===== src/rtl/hc_irq_pkg.sv =====
package hc_irq_pkg;

  localparam int DATA_W     = 32;
  localparam int CNT_LSB    = 16;
  localparam int MASTER_BIT = 31;

  localparam logic [6:0] REG_CMDSTAT = 7'h02;
  localparam logic [6:0] REG_INTSTAT = 7'h03;
  localparam logic [6:0] REG_INTEN   = 7'h04;

  typedef enum logic [1:0] {
    SEL_NONE = 2'd0,
    SEL_CMD  = 2'd1,
    SEL_STAT = 2'd2,
    SEL_EN   = 2'd3
  } reg_sel_e;

  // Sticky flag update: a hardware set always beats a clear.
  function automatic logic w1c_next(input logic cur, input logic set, input logic clr);
    return set | (cur & ~clr);
  endfunction

  // Two-bit tally step that rolls over from 3 to 0.
  function automatic logic [1:0] tally_step(input logic [1:0] cnt);
    return cnt + 2'd1;
  endfunction

  function automatic logic [DATA_W-1:0] pack_cmdstat(input logic [1:0] cnt, input logic req);
    logic [DATA_W-1:0] w;
    w = '0;
    w[CNT_LSB +: 2] = cnt;
    w[0] = req;
    return w;
  endfunction

endpackage


===== src/rtl/hc_irq_bus_dec.sv =====
module hc_irq_bus_dec
  import hc_irq_pkg::*;
(
  input  logic       bus_req,
  input  logic [7:0] bus_cmd,
  input  logic       busy_i,
  output logic       wr_stat_o,
  output logic       wr_en_o,
  output logic       wr_cmd_o,
  output reg_sel_e   rd_sel_o,
  output logic       refused_o
);

  logic     is_wr;
  logic     accept;
  reg_sel_e sel;

  assign is_wr  = bus_cmd[7];
  assign accept = bus_req & ~busy_i;

  always_comb begin
    case (bus_cmd[6:0])
      REG_CMDSTAT: sel = SEL_CMD;
      REG_INTSTAT: sel = SEL_STAT;
      REG_INTEN:   sel = SEL_EN;
      default:     sel = SEL_NONE;
    endcase
  end

  assign wr_stat_o = accept & is_wr & (sel == SEL_STAT);
  assign wr_en_o   = accept & is_wr & (sel == SEL_EN);
  assign wr_cmd_o  = accept & is_wr & (sel == SEL_CMD);
  assign rd_sel_o  = (accept & ~is_wr) ? sel : SEL_NONE;
  assign refused_o = bus_req & busy_i;

endmodule


===== src/rtl/hc_irq_status_bank.sv =====
module hc_irq_status_bank
  import hc_irq_pkg::*;
#(
  parameter int NUM_EVT = 7
) (
  input  logic               clk,
  input  logic               rst_n,
  input  logic [NUM_EVT-1:0] set_i,
  input  logic [NUM_EVT-1:0] clr_i,
  input  logic               wipe_i,
  output logic [NUM_EVT-1:0] stat_o
);

  for (genvar g = 0; g < NUM_EVT; g++) begin : g_flag
    always_ff @(posedge clk or negedge rst_n) begin
      if (!rst_n) stat_o[g] <= 1'b0;
      else        stat_o[g] <= w1c_next(stat_o[g], set_i[g], clr_i[g] | wipe_i);
    end
  end

endmodule


===== src/rtl/hc_irq_enable_reg.sv =====
module hc_irq_enable_reg #(
  parameter int NUM_EVT = 7
) (
  input  logic               clk,
  input  logic               rst_n,
  input  logic               wr_i,
  input  logic [NUM_EVT-1:0] en_wdata_i,
  input  logic               master_wdata_i,
  input  logic               wipe_i,
  output logic [NUM_EVT-1:0] en_o,
  output logic               master_o
);

  always_ff @(posedge clk or negedge rst_n) begin
    if (!rst_n) begin
      en_o     <= '0;
      master_o <= 1'b0;
    end else if (wipe_i) begin
      en_o     <= '0;
      master_o <= 1'b0;
    end else if (wr_i) begin
      en_o     <= en_wdata_i;
      master_o <= master_wdata_i;
    end
  end

endmodule


===== src/rtl/hc_irq_tally.sv =====
module hc_irq_tally
  import hc_irq_pkg::*;
(
  input  logic       clk,
  input  logic       rst_n,
  input  logic       inc_i,
  input  logic       wipe_i,
  output logic [1:0] cnt_o
);

  always_ff @(posedge clk or negedge rst_n) begin
    if (!rst_n)      cnt_o <= 2'd0;
    else if (wipe_i) cnt_o <= inc_i ? 2'd1 : 2'd0;
    else if (inc_i)  cnt_o <= tally_step(cnt_o);
  end

endmodule


===== src/rtl/hc_irq_reset_seq.sv =====
module hc_irq_reset_seq #(
  parameter int CYCLES = 2000
) (
  input  logic clk,
  input  logic rst_n,
  input  logic start_i,
  output logic busy_o,
  output logic pulse_o
);

  localparam int CW = $clog2(CYCLES + 1);
  localparam logic [CW-1:0] LAST = CW'(CYCLES - 1);

  logic [CW-1:0] cnt;

  always_ff @(posedge clk or negedge rst_n) begin
    if (!rst_n) begin
      busy_o  <= 1'b0;
      pulse_o <= 1'b0;
      cnt     <= '0;
    end else begin
      pulse_o <= start_i;
      if (start_i) begin
        busy_o <= 1'b1;
        cnt    <= '0;
      end else if (busy_o) begin
        if (cnt == LAST) busy_o <= 1'b0;
        else             cnt    <= cnt + 1'b1;
      end
    end
  end

endmodule


===== src/rtl/hc_irq_regs.sv =====
module hc_irq_regs
  import hc_irq_pkg::*;
#(
  parameter int NUM_EVT = 7,
  parameter int SO_BIT  = 0,
  parameter int CLK_MHZ = 200
) (
  input  logic               clk,
  input  logic               rst_n,
  input  logic               bus_req,
  input  logic [7:0]         bus_cmd,
  input  logic [31:0]        bus_wdata,
  output logic [31:0]        bus_rdata,
  output logic               bus_refused,
  input  logic [NUM_EVT-1:0] hw_evt,
  output logic               irq_o,
  output logic               busy_o,
  output logic               oper_rst_o
);

  localparam int RESET_CYCLES = CLK_MHZ * 10;

  logic               wr_stat, wr_en, wr_cmd;
  reg_sel_e           rd_sel;
  logic               sr_start;
  logic [NUM_EVT-1:0] stat_q;
  logic [NUM_EVT-1:0] en_q;
  logic               master_q;
  logic [1:0]         ovr_cnt;
  logic [NUM_EVT-1:0] clr_mask;
  logic [31:0]        stat_word, en_word;
  logic               unused_wdata;

  assign unused_wdata = ^bus_wdata;

  hc_irq_bus_dec u_dec (
    .bus_req   (bus_req),
    .bus_cmd   (bus_cmd),
    .busy_i    (busy_o),
    .wr_stat_o (wr_stat),
    .wr_en_o   (wr_en),
    .wr_cmd_o  (wr_cmd),
    .rd_sel_o  (rd_sel),
    .refused_o (bus_refused)
  );

  assign sr_start = wr_cmd & bus_wdata[0];
  assign clr_mask = wr_stat ? bus_wdata[NUM_EVT-1:0] : '0;

  hc_irq_status_bank #(.NUM_EVT(NUM_EVT)) u_stat (
    .clk    (clk),
    .rst_n  (rst_n),
    .set_i  (hw_evt),
    .clr_i  (clr_mask),
    .wipe_i (sr_start),
    .stat_o (stat_q)
  );

  hc_irq_enable_reg #(.NUM_EVT(NUM_EVT)) u_en (
    .clk            (clk),
    .rst_n          (rst_n),
    .wr_i           (wr_en),
    .en_wdata_i     (bus_wdata[NUM_EVT-1:0]),
    .master_wdata_i (bus_wdata[MASTER_BIT]),
    .wipe_i         (sr_start),
    .en_o           (en_q),
    .master_o       (master_q)
  );

  hc_irq_tally u_tally (
    .clk    (clk),
    .rst_n  (rst_n),
    .inc_i  (hw_evt[SO_BIT]),
    .wipe_i (sr_start),
    .cnt_o  (ovr_cnt)
  );

  hc_irq_reset_seq #(.CYCLES(RESET_CYCLES)) u_seq (
    .clk     (clk),
    .rst_n   (rst_n),
    .start_i (sr_start),
    .busy_o  (busy_o),
    .pulse_o (oper_rst_o)
  );

  always_comb begin
    stat_word = '0;
    stat_word[NUM_EVT-1:0] = stat_q;
    en_word = '0;
    en_word[NUM_EVT-1:0] = en_q;
    en_word[MASTER_BIT] = master_q;
  end

  always_comb begin
    case (rd_sel)
      SEL_CMD:  bus_rdata = pack_cmdstat(ovr_cnt, busy_o);
      SEL_STAT: bus_rdata = stat_word;
      SEL_EN:   bus_rdata = en_word;
      default:  bus_rdata = '0;
    endcase
  end

  assign irq_o = master_q & (|(stat_q & en_q));

endmodule


===== config.mk =====
export PLATFORM = sky130hd
export DESIGN_NAME = hc_irq_regs
export DESIGN_NICKNAME = d
export VERILOG_FILES = /design/src/rtl/hc_irq_pkg.sv /design/src/rtl/hc_irq_bus_dec.sv /design/src/rtl/hc_irq_status_bank.sv /design/src/rtl/hc_irq_enable_reg.sv /design/src/rtl/hc_irq_tally.sv /design/src/rtl/hc_irq_reset_seq.sv /design/src/rtl/hc_irq_regs.sv
export SDC_FILE = /design/constraint.sdc
export NUM_CORES = 1
export LEC_CHECK = 0
export ABC_CLOCK_PERIOD_IN_PS = 2000
export BUFFER_PORTS_ARGS = -buffer_cell sky130_fd_sc_hd__buf_2
export CORE_AREA = 2 2 114 61
export CTS_CLUSTER_SIZE = 20
export DETAILED_ROUTE_END_ITERATION = 6
export DIE_AREA = 0 0 116 63
export GPL_TIMING_DRIVEN = 0
export SETUP_SLACK_MARGIN = 0.2
export SYNTH_ARGS = -nofsm -noshare
export SYNTH_HDL_FRONTEND = slang
export SYNTH_SLANG_ARGS = --single-unit

===== constraint.sdc =====
create_clock -name clk -period 2 [get_ports clk]
set_clock_uncertainty 0.15 [all_clocks]
set_input_delay 0.4 -clock clk [delete_from_list [all_inputs] [get_ports clk]]
set_output_delay 0.4 -clock clk [all_outputs]
set_load 0.05 [all_outputs]

==> impl_metrics.csv <==
group,metric,value,unit
floorplanning,rows,21,
floorplanning,io_pins,86,
critical_path,critical_path.top_delay_family,"simple AND/OR/NAND/NOR gates",
placement,dp_slack,-0.512,ns
synth,synth_area,1660,um2
placement,routabilityCongestion,0.775,
global_route,antenna_found_initial,0,
critical_path,cp_slowest_stage_delay,0.56,ns
floorplanning,start_util,0.261,
placement,dp.cells,319,
detailed_routing,drc,0,
synth,synth-seq-cells,30,
outcome,violations,"negative setup slack",
critical_path,rr_startpoint,"u_seq.busy_o",
finish,antenna_cells,0,
synth,seq_area_frac_synth,0.452,
global_route,grt_max_degree,31,
synth,synth-simple-area-share,0.213,
power_and_ir_drop,p_leak,1.36,nW
timing,maxSlewHeadroom,0.546,
job,maxCapViolCount,0,
synth,synth.mux.area_fraction,0,
floorplanning,core,6360,um2
synth,synthAdderAreaFrac,0.00754,
min_path,min_path_type,"in2async",
synth,ys_types,34,
synth,synth_xor_area_frac,0.0422,
clock_network,cts_hold_buffers,0,
finish,drive_gt1_frac,0.520,
critical_path,r2r_slack,0.03,ns
detailed_routing,ant_nets,0,
clock_network,cts.path.max_buffers,2,
timing,hold_viol_final,0,
critical_path,cp_num_buf_inv,3,
clock_network,cts.sinks,30,
critical_path,required,1.45,ns
critical_path,startpoint_type,"input pin",
detailed_routing,vias_per_cell,4.37,
finish,regArea,752,um2
synth,synth_area_leaders,"dfrtp_1, buf_4, a22o_1, nand2_1, a31o_1",
critical_path,reg2reg_depth,4,
clock_network,cts-root-buf,"clkbuf_16",
synth,avgSynthCellArea,9.94,um2
timing,finalSetupTns,-0.955,ns
power_and_ir_drop,ir_drop,0.262,mV
critical_path,cp_max_fo,7,
floorplanning,die_area,7310,um2
synth,synth_compound_area_frac,0.163,
timing,grt_setup_unrepaired,"yes",
finish,multi_input_area,1080,um2
synth,synth_top_area_cell,"dfrtp_1",
clock_network,numCtsBuffers,5,
clock_network,clkTransAtPathRegs,0.05,ns
critical_path,path_class,"in2out",
critical_path,path_cells,"buf_6 > or4bb_4 > nor2_4 > buf_12 > a22o_4 > buf_8",
timing,setup_viol,12,
finish,final_common_cell,"buf_4",
outcome,status,"finished, violations left",
critical_path,r2r_end,"u_stat.stat_o[0]",
power_and_ir_drop,power_density,629,nW/um2
timing,worst_slack,-0.140,ns
synth,synth_flop_cell,"dfrtp_1",
detailed_routing,route.vias.total,1513,
synth,yosys_warnings,0,
detailed_routing,wl_per_cell,13.7,um
global_route,grt_use_total,0.136,
timing,fin_crit,2.14,ns
synth,async_flop_share,1.00,
timing,tightest_slew,0.682,ns
floorplanning,die_w,116,um
timing,slew_violations,0,
placement,dp_hpwl,3140,um
placement,port_buffers,39,
synth,syn_inst,167,
critical_path,cp_slowest_cell,"or4bb_4",
synth,synth_top_family_by_area,"simple AND/OR/NAND/NOR gates",
global_route,grt_pass1_wl,7610,um
finish,fill_cells,607,
detailed_routing,first_pass_iters,4,
timing,hold_slack,0.0126,ns
synth,synth_edf_count,0,
floorplanning,die_h,63,um
synth,synth_top_area_share,0.452,
critical_path,crit_arrival,1.59,ns
finish,final_cell_mix,"buf_4, dfrtp_1, conb_1",
clock_network,clk_latency,0.27,ns
clock_network,cts_tree,"built",
finish,area_growth,74.0,%
critical_path,crit_path_end_kind,"output pin",
detailed_routing,dr.first_iter.drc_count,82,
global_route,overflow,0,
clock_network,cts_max_level,2,
finish,stdcell_count,346,
timing,max_freq,467,MHz
detailed_routing,wirelength,4730,um
timing,fin_crit_sh,1.07,
global_route,grt_pass1_vias,1487,
finish,finalNetCount,304,
[worst reg2reg max path, cell delays in order (launching register included)]
cell and delay [ns]:
dfrtp_2 0.44, nand2b_2 0.26, or4b_4 0.63, buf_8 0.17
a31o_1 0.20
[where the power goes]
| part | total, mW | internal (mW) | switching (mW) |
|---|---|---|---|
| Clock | 0.837 | 0.587 | 0.250 |
| Combinational | 0.300 | 0.125 | 0.175 |
| Sequential | 0.681 | 0.643 | 0.0381 |
[sequential cells by signal, summed over array words and instances, names as in the netlist]
name / count
u_seq.busy_o: 1
u_en.master_o: 1
u_seq.pulse_o: 1
u_seq.cnt: 11
u_tally.cnt_o: 2
u_stat.stat_o: 7
u_en.en_o: 7
[cells by family after synthesis]
| family | Yosys count |
|---|---|
| compound gates | 34 |
| xor+xnor | 8 |
| fa+ha+maj | 1 |
| buf+inv | 28 |
| flops | 30 |
| other cells | 1 |
| simple gates | 65 |
[synth_stat cells (all sizes together), types with 3 or more instances]
library cell / n
nand4: 3
nand3: 4
and2: 3
dfrtp: 30
a31o: 7
nand2: 17
o21ai: 3
and3: 5
buf: 24
xor2: 6
a21oi: 3
nor2: 13
a22o: 15
inv: 4
nor3: 6
[metal layers]
| metal | wire length, um | global-route usage | up-vias |
|---|---|---|---|
| met5 | 0 | 0 | - |
| met4 | 53 | 0.0536 | 0 |
| met3 | 227 | 0.0388 | 4 |
| li1 | - | - | 735 |
| met2 | 2020 | 0.189 | 31 |
| met1 | 2430 | 0.197 | 743 |
[how the worst max path moves through the flow]
stage / end / from / cells past startpoint / slack [ns]
finish: bus_rdata[4] / bus_cmd[3] / 6 / -0.14
global route: bus_rdata[1] / bus_cmd[3] / 6 / -0.16
CTS: bus_rdata[1] / bus_cmd[3] / 6 / -0.13
detailed placement: u_stat.stat_o[4] / bus_cmd[5] / 5 / -0.51
global placement: u_stat.stat_o[6] / bus_cmd[5] / 5 / -0.50
floorplan: u_stat.stat_o[0] / bus_cmd[5] / 4 / -0.05
[stage by stage]
step | util | power [mW] | cell area, um2
floorplan | - | 0.861 | 1840
global placement | 0.339 | 0.918 | 2150
finish | 0.454 | 1.82 | 2890
detailed placement | 0.339 | 0.921 | 2150
CTS | 0.434 | 1.80 | 2760
global route | 0.454 | 1.89 | 2890
[area by class of cell]
class,count,share of cell area
plain buffers,24,0.0676
clock buffers,7,0.0459
clock inverters,1,0.0104
inverters,4,0.00606
multi-input cells,130,0.374
flip-flops and latches,30,0.260
well taps,92,0.0398
repair buffers,58,0.196
[what timing repair did]
item / in CTS / in global routing
gates resized for setup: 72 / 29
buffers inserted: 14 / 3
setup endpoints to repair: 39 / 34
cloned: 2 / 0
pin swaps: 19 / 10
No activity file was read; power rests on OpenSTA's default activity.
